<file path="config.mk">
export PLATFORM = sky130hd
export DESIGN_NAME = daq_bus_slave
export DESIGN_NICKNAME = d
export VERILOG_FILES = /design/src/rtl/daq_pkg.sv /design/src/rtl/daq_addr_decode.sv /design/src/rtl/daq_conv_ctrl.sv /design/src/rtl/daq_regfile.sv /design/src/rtl/daq_bus_slave.sv
export SDC_FILE = /design/constraint.sdc
export NUM_CORES = 1
export LEC_CHECK = 0
export ABC_AREA = 1
export BUFFER_PORTS_ARGS = -buffer_cell sky130_fd_sc_hd__buf_2
export CORE_ASPECT_RATIO = 0.9
export CORE_MARGIN = 8
export CORE_UTILIZATION = 29
export DETAILED_ROUTE_END_ITERATION = 16
export PLACE_DENSITY = 0.48
export SYNTH_ARGS = -nofsm -noshare
export SYNTH_HDL_FRONTEND = slang
export SYNTH_SLANG_ARGS = --single-unit
</file>
<file path="constraint.sdc">
create_clock -name clk -period 1.7 [get_ports clk]
set_input_delay 0.255 -clock clk [delete_from_list [all_inputs] [get_ports clk]]
set_output_delay 0.255 -clock clk [all_outputs]
set_load 0.1 [all_outputs]
</file>
<file path="src/rtl/daq_pkg.sv">
package daq_pkg;

  localparam int OFS_W  = 3;
  localparam int RES_W  = 12;
  localparam int BYTE_W = 8;

  typedef enum logic [OFS_W-1:0] {
    OFS_RES_LO = 3'd0,
    OFS_RES_HI = 3'd1,
    OFS_STAT   = 3'd2,
    OFS_GAIN   = 3'd3,
    OFS_CTR0   = 3'd4,
    OFS_CTR1   = 3'd5,
    OFS_CTR2   = 3'd6,
    OFS_CMODE  = 3'd7
  } ofs_e;

  // low nibble of the result rides in the upper half of the first byte
  function automatic logic [BYTE_W-1:0] res_lo_byte(input logic [RES_W-1:0] r);
    return {r[3:0], 4'h0};
  endfunction

  function automatic logic [BYTE_W-1:0] res_hi_byte(input logic [RES_W-1:0] r);
    return r[11:4];
  endfunction

  function automatic logic [BYTE_W-1:0] stat_byte(input logic busy, input logic diff,
                                                  input logic [2:0] chan);
    return {busy, 3'b000, diff, chan};
  endfunction

  function automatic logic [BYTE_W-1:0] gain_byte(input logic busy, input logic [1:0] gain);
    return {busy, 5'b00000, gain};
  endfunction

  // narrow conversions drop the four least significant bits
  function automatic logic [RES_W-1:0] capture(input logic wide, input logic [RES_W-1:0] d);
    return wide ? d : {d[11:4], 4'h0};
  endfunction

endpackage

</file>
<file path="src/rtl/daq_addr_decode.sv">
module daq_addr_decode #(
  parameter int ADDR_W       = 10,
  parameter int DEFAULT_BASE = 'h300
) (
  input  logic              clk,
  input  logic              rst_n,
  input  logic [ADDR_W-1:0] addr,
  input  logic [ADDR_W-4:0] base_sw,
  input  logic              rd,
  input  logic              wr,
  output logic              rd_hit,
  output logic              wr_hit,
  output logic [2:0]        ofs
);
  localparam int BASE_W = ADDR_W - 3;
  localparam logic [BASE_W-1:0] BASE_RST = BASE_W'(DEFAULT_BASE >> 3);

  logic [BASE_W-1:0] base_q;
  logic              in_window;

  always_ff @(posedge clk or negedge rst_n) begin
    if (!rst_n) base_q <= BASE_RST;
    else        base_q <= base_sw;
  end

  assign in_window = (addr[ADDR_W-1:3] == base_q);
  assign rd_hit    = rd & in_window;
  assign wr_hit    = wr & in_window;
  assign ofs       = addr[2:0];

  // the window base only moves to a value the switches presented one cycle earlier
  p_base_follows_sw_r3: assert property (@(posedge clk) disable iff (!rst_n)
    !$stable(base_q) |-> (base_q == $past(base_sw)));

endmodule

</file>
<file path="src/rtl/daq_conv_ctrl.sv">
module daq_conv_ctrl
  import daq_pkg::*;
(
  input  logic             clk,
  input  logic             rst_n,
  input  logic             start_req,
  input  logic             wide_req,
  input  logic             conv_done,
  input  logic [RES_W-1:0] conv_data,
  output logic             busy,
  output logic             conv_start,
  output logic             conv_wide,
  output logic [RES_W-1:0] result
);
  logic start_evt;
  logic done_evt;

  assign start_evt = start_req & ~busy;
  assign done_evt  = conv_done & busy;

  always_ff @(posedge clk or negedge rst_n) begin
    if (!rst_n) begin
      busy       <= 1'b0;
      conv_start <= 1'b0;
      conv_wide  <= 1'b0;
      result     <= '0;
    end else begin
      conv_start <= start_evt;
      if (start_evt) begin
        busy      <= 1'b1;
        conv_wide <= wide_req;
      end else if (done_evt) begin
        busy   <= 1'b0;
        result <= capture(conv_wide, conv_data);
      end
    end
  end

  p_start_sets_busy_r5: assert property (@(posedge clk) disable iff (!rst_n)
    start_evt |=> (busy && conv_start));
  p_start_one_cycle_r5: assert property (@(posedge clk) disable iff (!rst_n)
    conv_start |=> !conv_start);
  p_busy_start_dropped_r6: assert property (@(posedge clk) disable iff (!rst_n)
    (start_req && busy) |=> !conv_start);
  p_result_held_r6: assert property (@(posedge clk) disable iff (!rst_n)
    !done_evt |=> $stable(result));
  p_done_clears_r7: assert property (@(posedge clk) disable iff (!rst_n)
    done_evt |=> !busy);

endmodule

</file>
<file path="src/rtl/daq_regfile.sv">
module daq_regfile #(
  parameter int NUM_CTR = 3,
  parameter int CH_W    = 3,
  parameter int GAIN_W  = 2
) (
  input  logic                    clk,
  input  logic                    rst_n,
  input  logic                    wr_en,
  input  logic [2:0]              ofs,
  input  logic [7:0]              wdata,
  output logic [CH_W-1:0]         chan,
  output logic [GAIN_W-1:0]       gain,
  output logic [7:0]              ctr_mode,
  output logic [NUM_CTR-1:0][7:0] ctr_vals
);
  import daq_pkg::*;

  logic wr_chan, wr_gain, wr_mode;

  assign wr_chan = wr_en && (ofs == OFS_STAT);
  assign wr_gain = wr_en && (ofs == OFS_GAIN);
  assign wr_mode = wr_en && (ofs == OFS_CMODE);

  always_ff @(posedge clk or negedge rst_n) begin
    if (!rst_n) begin
      chan     <= '0;
      gain     <= '0;
      ctr_mode <= '0;
    end else begin
      if (wr_chan) chan     <= wdata[CH_W-1:0];
      if (wr_gain) gain     <= wdata[GAIN_W-1:0];
      if (wr_mode) ctr_mode <= wdata;
    end
  end

  for (genvar gi = 0; gi < NUM_CTR; gi++) begin : g_ctr
    logic wr_this;
    assign wr_this = wr_en && (ofs == 3'(4 + gi));
    always_ff @(posedge clk or negedge rst_n) begin
      if (!rst_n)       ctr_vals[gi] <= '0;
      else if (wr_this) ctr_vals[gi] <= wdata;
    end
  end

  p_gain_needs_write_r10: assert property (@(posedge clk) disable iff (!rst_n)
    !$stable(gain) |-> $past(wr_gain));
  p_chan_needs_write_r9: assert property (@(posedge clk) disable iff (!rst_n)
    !$stable(chan) |-> $past(wr_chan));

endmodule

</file>
<file path="src/rtl/daq_bus_slave.sv">
module daq_bus_slave #(
  parameter int ADDR_W       = 10,
  parameter int DEFAULT_BASE = 'h300,
  parameter int NUM_CH       = 8,
  parameter int NUM_CTR      = 3,
  parameter int GAIN_W       = 2
) (
  input  logic              clk,
  input  logic              rst_n,
  input  logic [ADDR_W-1:0] bus_addr,
  input  logic [7:0]        bus_wdata,
  input  logic              bus_wr,
  input  logic              bus_rd,
  output logic [7:0]        bus_rdata,
  output logic              bus_oe,
  input  logic [ADDR_W-4:0] base_sw,
  input  logic [NUM_CH-1:0] mode_sw,
  output logic              conv_start,
  output logic              conv_wide,
  output logic [2:0]        conv_chan,
  input  logic              conv_done,
  input  logic [11:0]       conv_data,
  output logic [GAIN_W-1:0] pga_gain,
  output logic [7:0]        ctr_mode
);
  import daq_pkg::*;

  localparam int CH_W = $clog2(NUM_CH);
  localparam logic [1:0] CTR_LAST = 2'(NUM_CTR - 1);

  logic                    rd_hit, wr_hit;
  logic [2:0]              ofs;
  logic                    busy;
  logic [RES_W-1:0]        result;
  logic [NUM_CTR-1:0][7:0] ctr_vals;
  logic                    start_req;
  logic [7:0]              rd_mux;
  logic                    sel_diff;

  daq_addr_decode #(.ADDR_W(ADDR_W), .DEFAULT_BASE(DEFAULT_BASE)) u_dec (
    .clk(clk), .rst_n(rst_n), .addr(bus_addr), .base_sw(base_sw),
    .rd(bus_rd), .wr(bus_wr), .rd_hit(rd_hit), .wr_hit(wr_hit), .ofs(ofs)
  );

  assign start_req = wr_hit && (ofs == OFS_RES_LO || ofs == OFS_RES_HI);

  daq_conv_ctrl u_conv (
    .clk(clk), .rst_n(rst_n), .start_req(start_req), .wide_req(ofs[0]),
    .conv_done(conv_done), .conv_data(conv_data), .busy(busy),
    .conv_start(conv_start), .conv_wide(conv_wide), .result(result)
  );

  daq_regfile #(.NUM_CTR(NUM_CTR), .CH_W(CH_W), .GAIN_W(GAIN_W)) u_regs (
    .clk(clk), .rst_n(rst_n), .wr_en(wr_hit), .ofs(ofs), .wdata(bus_wdata),
    .chan(conv_chan), .gain(pga_gain), .ctr_mode(ctr_mode), .ctr_vals(ctr_vals)
  );

  assign sel_diff = mode_sw[conv_chan];

  always_comb begin
    rd_mux = 8'h00;
    case (ofs)
      OFS_RES_LO: rd_mux = res_lo_byte(result);
      OFS_RES_HI: rd_mux = res_hi_byte(result);
      OFS_STAT:   rd_mux = stat_byte(busy, sel_diff, conv_chan);
      OFS_GAIN:   rd_mux = gain_byte(busy, pga_gain);
      default: begin
        if (ofs[2] && ofs[1:0] <= CTR_LAST) rd_mux = ctr_vals[ofs[1:0]];
      end
    endcase
  end

  always_ff @(posedge clk or negedge rst_n) begin
    if (!rst_n) begin
      bus_oe    <= 1'b0;
      bus_rdata <= 8'h00;
    end else begin
      bus_oe <= rd_hit;
      if (rd_hit) bus_rdata <= rd_mux;
    end
  end

  p_oe_after_read_r4: assert property (@(posedge clk) disable iff (!rst_n)
    bus_oe |-> $past(bus_rd));
  p_miss_silent_r2: assert property (@(posedge clk) disable iff (!rst_n)
    (bus_rd && !rd_hit) |=> !bus_oe);

endmodule

</file>
==> results list <==
- Sequential share of the synthesized area: 0.530
- Synth async-reset ratio: 1.00
* Area of the multi-input gates: between 1000 and 1500 um2
- GRT Overall Usage: 0.137
- Post-synthesis cell count: 386
- Type of the tightest min-delay check: in2reg
- Worst endpoint data arrival time: between 1500 and 2000 ps
- Total count of max-transition violations in the final report: 0
- Of all nets on the critical path, the largest fanout is 7.
* CP max stage cell: dfstp_2
- Yosys mapped a number of flops with a built-in enable equal to 0.
- The net count of the finished layout is 534.
- The first detailed-routing pass took 4 iterations.
- The analysis attributes to cell leakage a power of 2.33 nW.
- Power density over the cells: between 800 and 900 nW/um2
- Dividing the final minimum period by the clock period gives 0.953.
- STA classifies the critical path startpoint as a register.
- Summing all non-filler instances in the final layout gives an area of 4350 um2.
* Number of antenna violations at the first check in global routing: 0
- Endpoint type of the worst setup path: register
* Placed cell areas: 3880 um2
- For this design the top-level I/O count stands at 74.
- Counting I/O delays and the setup requirement, the final critical path takes 1620 ps.
- Placed instance count: 599
- Synthesized net count: about 440
* Cell row count: 36
- Final Setup Violations: 0
* Global-route wire length before repair: 15700 um
* Critical Path Source: u_dec.base_q[6]
- The detail route stage leaves a number of antenna-violating nets equal to 0.
- In the final routed layout, each cell accounts on average for 15.6 um.
- Traced cell by cell, the critical path runs through inv_2, nand2_1, nand2_1, nor2_2, nand2_2, nor2_4, buf_12, buf_12, nand3_4, nand2_2, nand2_1.
- Remaining global-route overflow: 0
- The critical path contains buffers and inverters numbering 3 combined.
* Total Die Area: 14700 um2
- Pin count of the biggest net entering global routing: 69
* Slew Limit Headroom: 0.419
- Worst path required time: 1930 ps
- Static timing analysis puts the maximum clock frequency at 0.617 GHz.
* Source-to-sink clock delay at the later pin of the worst-skew pair: 330 ps
- The floorplan step set the die height to 116 um.
- Grouping stages by cell kind, the critical path spends the most delay in simple AND/OR/NAND/NOR gates.
* Slew of the pin with the lowest slew margin: 869 ps
- Met1 Resource Use GR: 0.183
- RePlAce Congestion: 0.778
- RSZ-0062 raised after global routing: yes
- TritonCTS built the clock tree.
* Vias in the first global route: between 2000 and 3000
- N_diodes: 0
* Outcome: finished, final reports clean
* CTS HTree Levels: 3
* Met2 usage in global routing: 0.204
- For this run, design rule violations remaining after detail routing come to 0.
- For this configuration, the core starts out at a cell density of 0.298.
- Among all flip-flop cells after synthesis, the most frequent one is dfrtp_1.
- Start point of the worst min-delay path: base_sw[5]
* Port-buffer cells: 73
* Violation count after the first detailed-routing iteration: 164
- The worst setup path is of the reg2reg kind.
* Share of layout cells above drive strength 1: 0.301
- The worst-case IR drop observed on VDD is 0.000364 V.
- Register clock-pin slew on the reported worst setup and hold paths: around 50 ps
- The worst register-to-register path begins at u_dec.base_q[6].
- Area of the core region: 10800 um2
- The area growth from synthesis to layout is 35.3%.
- Final cell count without fillers: 621
- After filler insertion, the fill cell instance count of the layout stands at between 1000 and 1500.
* Inserted Clock Buffers: 9
* Sinks on the clock net: 68
- Most Crowded Layer GR: met2
- Syn Std Cell Area: 3220 um2
- Number of flip-flops and latches in the synthesized netlist: 68
* Avg Vias per Cell: 4.82
- Root buf cell: clkbuf_16
- Hold is met by around 20 ps.
- Number of vias in the routed layout: approximately 3000
- Max-capacitance violation count: 0
* Synth warnings: 0
- The sequential cells in the finished layout cover a total of 1710 um2.
- Die W: 127 um
- Most used cell, CP: nand2_1
* Number of unique standard cell types used by synthesis: 25
- For this block, the routed nets add up to roughly 9700 um of wire.
* Clock tree buffer depth: 2
- After synthesis, the mean cell area works out to 8.34 um2.
* Largest stage delay, worst path: 530 ps
- Post-detailed-placement half-perimeter wirelength: 6970 um
* Met3 Resource Use GR: 0.0483
- Between clock sinks in the finished design, the worst skew comes to 4.40 ps.
- The total count of hold-check failures in the final report was 0.
[cells in the final DEF, fill, tap and decap left out, types with 3 or more instances in the layout]
| cell | count |
|---|---|
| a32oi_1 | 3 |
| nor2_1 | 8 |
| a21oi_1 | 4 |
| nand3_4 | 5 |
| inv_2 | 3 |
| nor2_4 | 3 |
| inv_1 | 18 |
| buf_2 | 73 |
| nand2_2 | 8 |
| nand2_1 | 171 |
| buf_4 | 15 |
| nand3_1 | 19 |
| mux2_2 | 8 |
| nand4_1 | 39 |
| o21ai_0 | 6 |
| dfrtp_1 | 65 |
| buf_12 | 4 |
| clkbuf_16 | 13 |
[layer usage]
| layer | vias to the layer above | share of wire |
|---|---|---|
| li1 | 1475 | - |
| met1 | 1419 | 0.49 |
| met2 | 90 | 0.43 |
| met3 | 7 | 0.067 |
| met4 | 0 | 0.0097 |
| met5 | - | 0 |
[kinds of logic (layout without fill, tap and decap cells)]
logic type / after synthesis / in the layout / share of synthesized area
simple gates: 259 / 259 / 0.362
buf+inv: 34 / 136 / 0.0474
mux: 8 / 8 / 0.0280
compound gates: 15 / 15 / 0.0276
xor+xnor: 2 / 2 / 0.00544
flops: 68 / 68 / 0.530
[worst register-to-register path, stage by stage (launching register included)]
cell	delay [ps]
dfstp_2	530
inv_2	30
nand2_1	50
nand2_1	50
nor2_2	110
nand2_2	80
nor2_4	170
buf_12	180
buf_12	130
nand3_4	70
nand2_2	80
nand2_1	40
[power by group]
| part | internal (mW) | switching [mW] |
|---|---|---|
| Clock | 1.05 | 0.662 |
| Combinational | 0.143 | 0.298 |
| Sequential | 1.68 | 0.0402 |
[sequential cells by signal (all words and copies together) (netlist names)]
name	count
u_conv.result	12
u_regs.chan	3
u_conv.conv_wide	1
u_regs.gain	2
bus_oe	1
u_conv.busy	1
u_dec.base_q	7
u_conv.conv_start	1
u_regs.ctr_mode	8
u_regs.ctr_vals	24
bus_rdata	8
[area by class of cell]
type | count | area share
Sequential cell | 68 | 0.392
Multi-Input combinational cell | 284 | 0.328
Timing Repair Buffer | 100 | 0.162
Clock buffer | 13 | 0.0598
Tap cell | 133 | 0.0382
Inverter | 21 | 0.0181
Clock inverter | 2 | 0.00230
[through the flow]
| stage | worst slack, ps | total power, mW | util | TNS (ps) |
|---|---|---|---|---|
| 3_3_place_gp | 22.6 | 2.17 | 0.359 | 0 |
| 6_report | 79.3 | 3.88 | 0.403 | 0 |
| 5_1_grt | -32.8 | 4.05 | 0.403 | -219 |
| 2_1_floorplan | 134 | 1.97 | - | 0 |
| 4_1_cts | 1.29 | 3.91 | 0.385 | 0 |
| 3_5_place_dp | 13.9 | 2.18 | 0.359 | 0 |
[cells in the mapped netlist, types with 2 or more instances]
master	number	share of area
nor2_4	3	0.010
buf_2	2	0.0031
nor3_2	2	0.0062
o21ai_0	6	0.0093
buf_4	4	0.0093
nand2_1	179	0.21
nand3_1	20	0.031
inv_1	19	0.022
a32oi_1	3	0.0082
inv_2	2	0.0023
nand3_2	5	0.016
dfrtp_1	66	0.51
mux2_2	8	0.028
buf_1	2	0.0023
clkbuf_1	4	0.0047
a21oi_1	4	0.0062
xnor2_1	2	0.0054
nor2_1	9	0.010
dfstp_2	2	0.016
nand4_1	39	0.076
[path summary, 6_finish.rpt]
check | slack [ps] | end | depth (start not counted)
max reg2reg | 80 | u_conv.conv_wide | 11
min | 20 | u_dec.base_q[5] | 1
min in group asynchronous | 480 | u_dec.base_q[2] | 3
max in group asynchronous | 900 | u_dec.base_q[5] | 3
min reg2reg | 470 | u_regs.ctr_mode[7] | 2
max | 80 | u_conv.conv_wide | 11
[what timing repair did]
item,CTS,global route
buffers inserted,0,2
pin swaps,0,2
endpoints found under the hold margin,66,0
cloned,0,4
gates resized for setup,1,19
hold buffers,1,0
setup endpoints to repair,2,28
(Power assumes the default switching activity.)
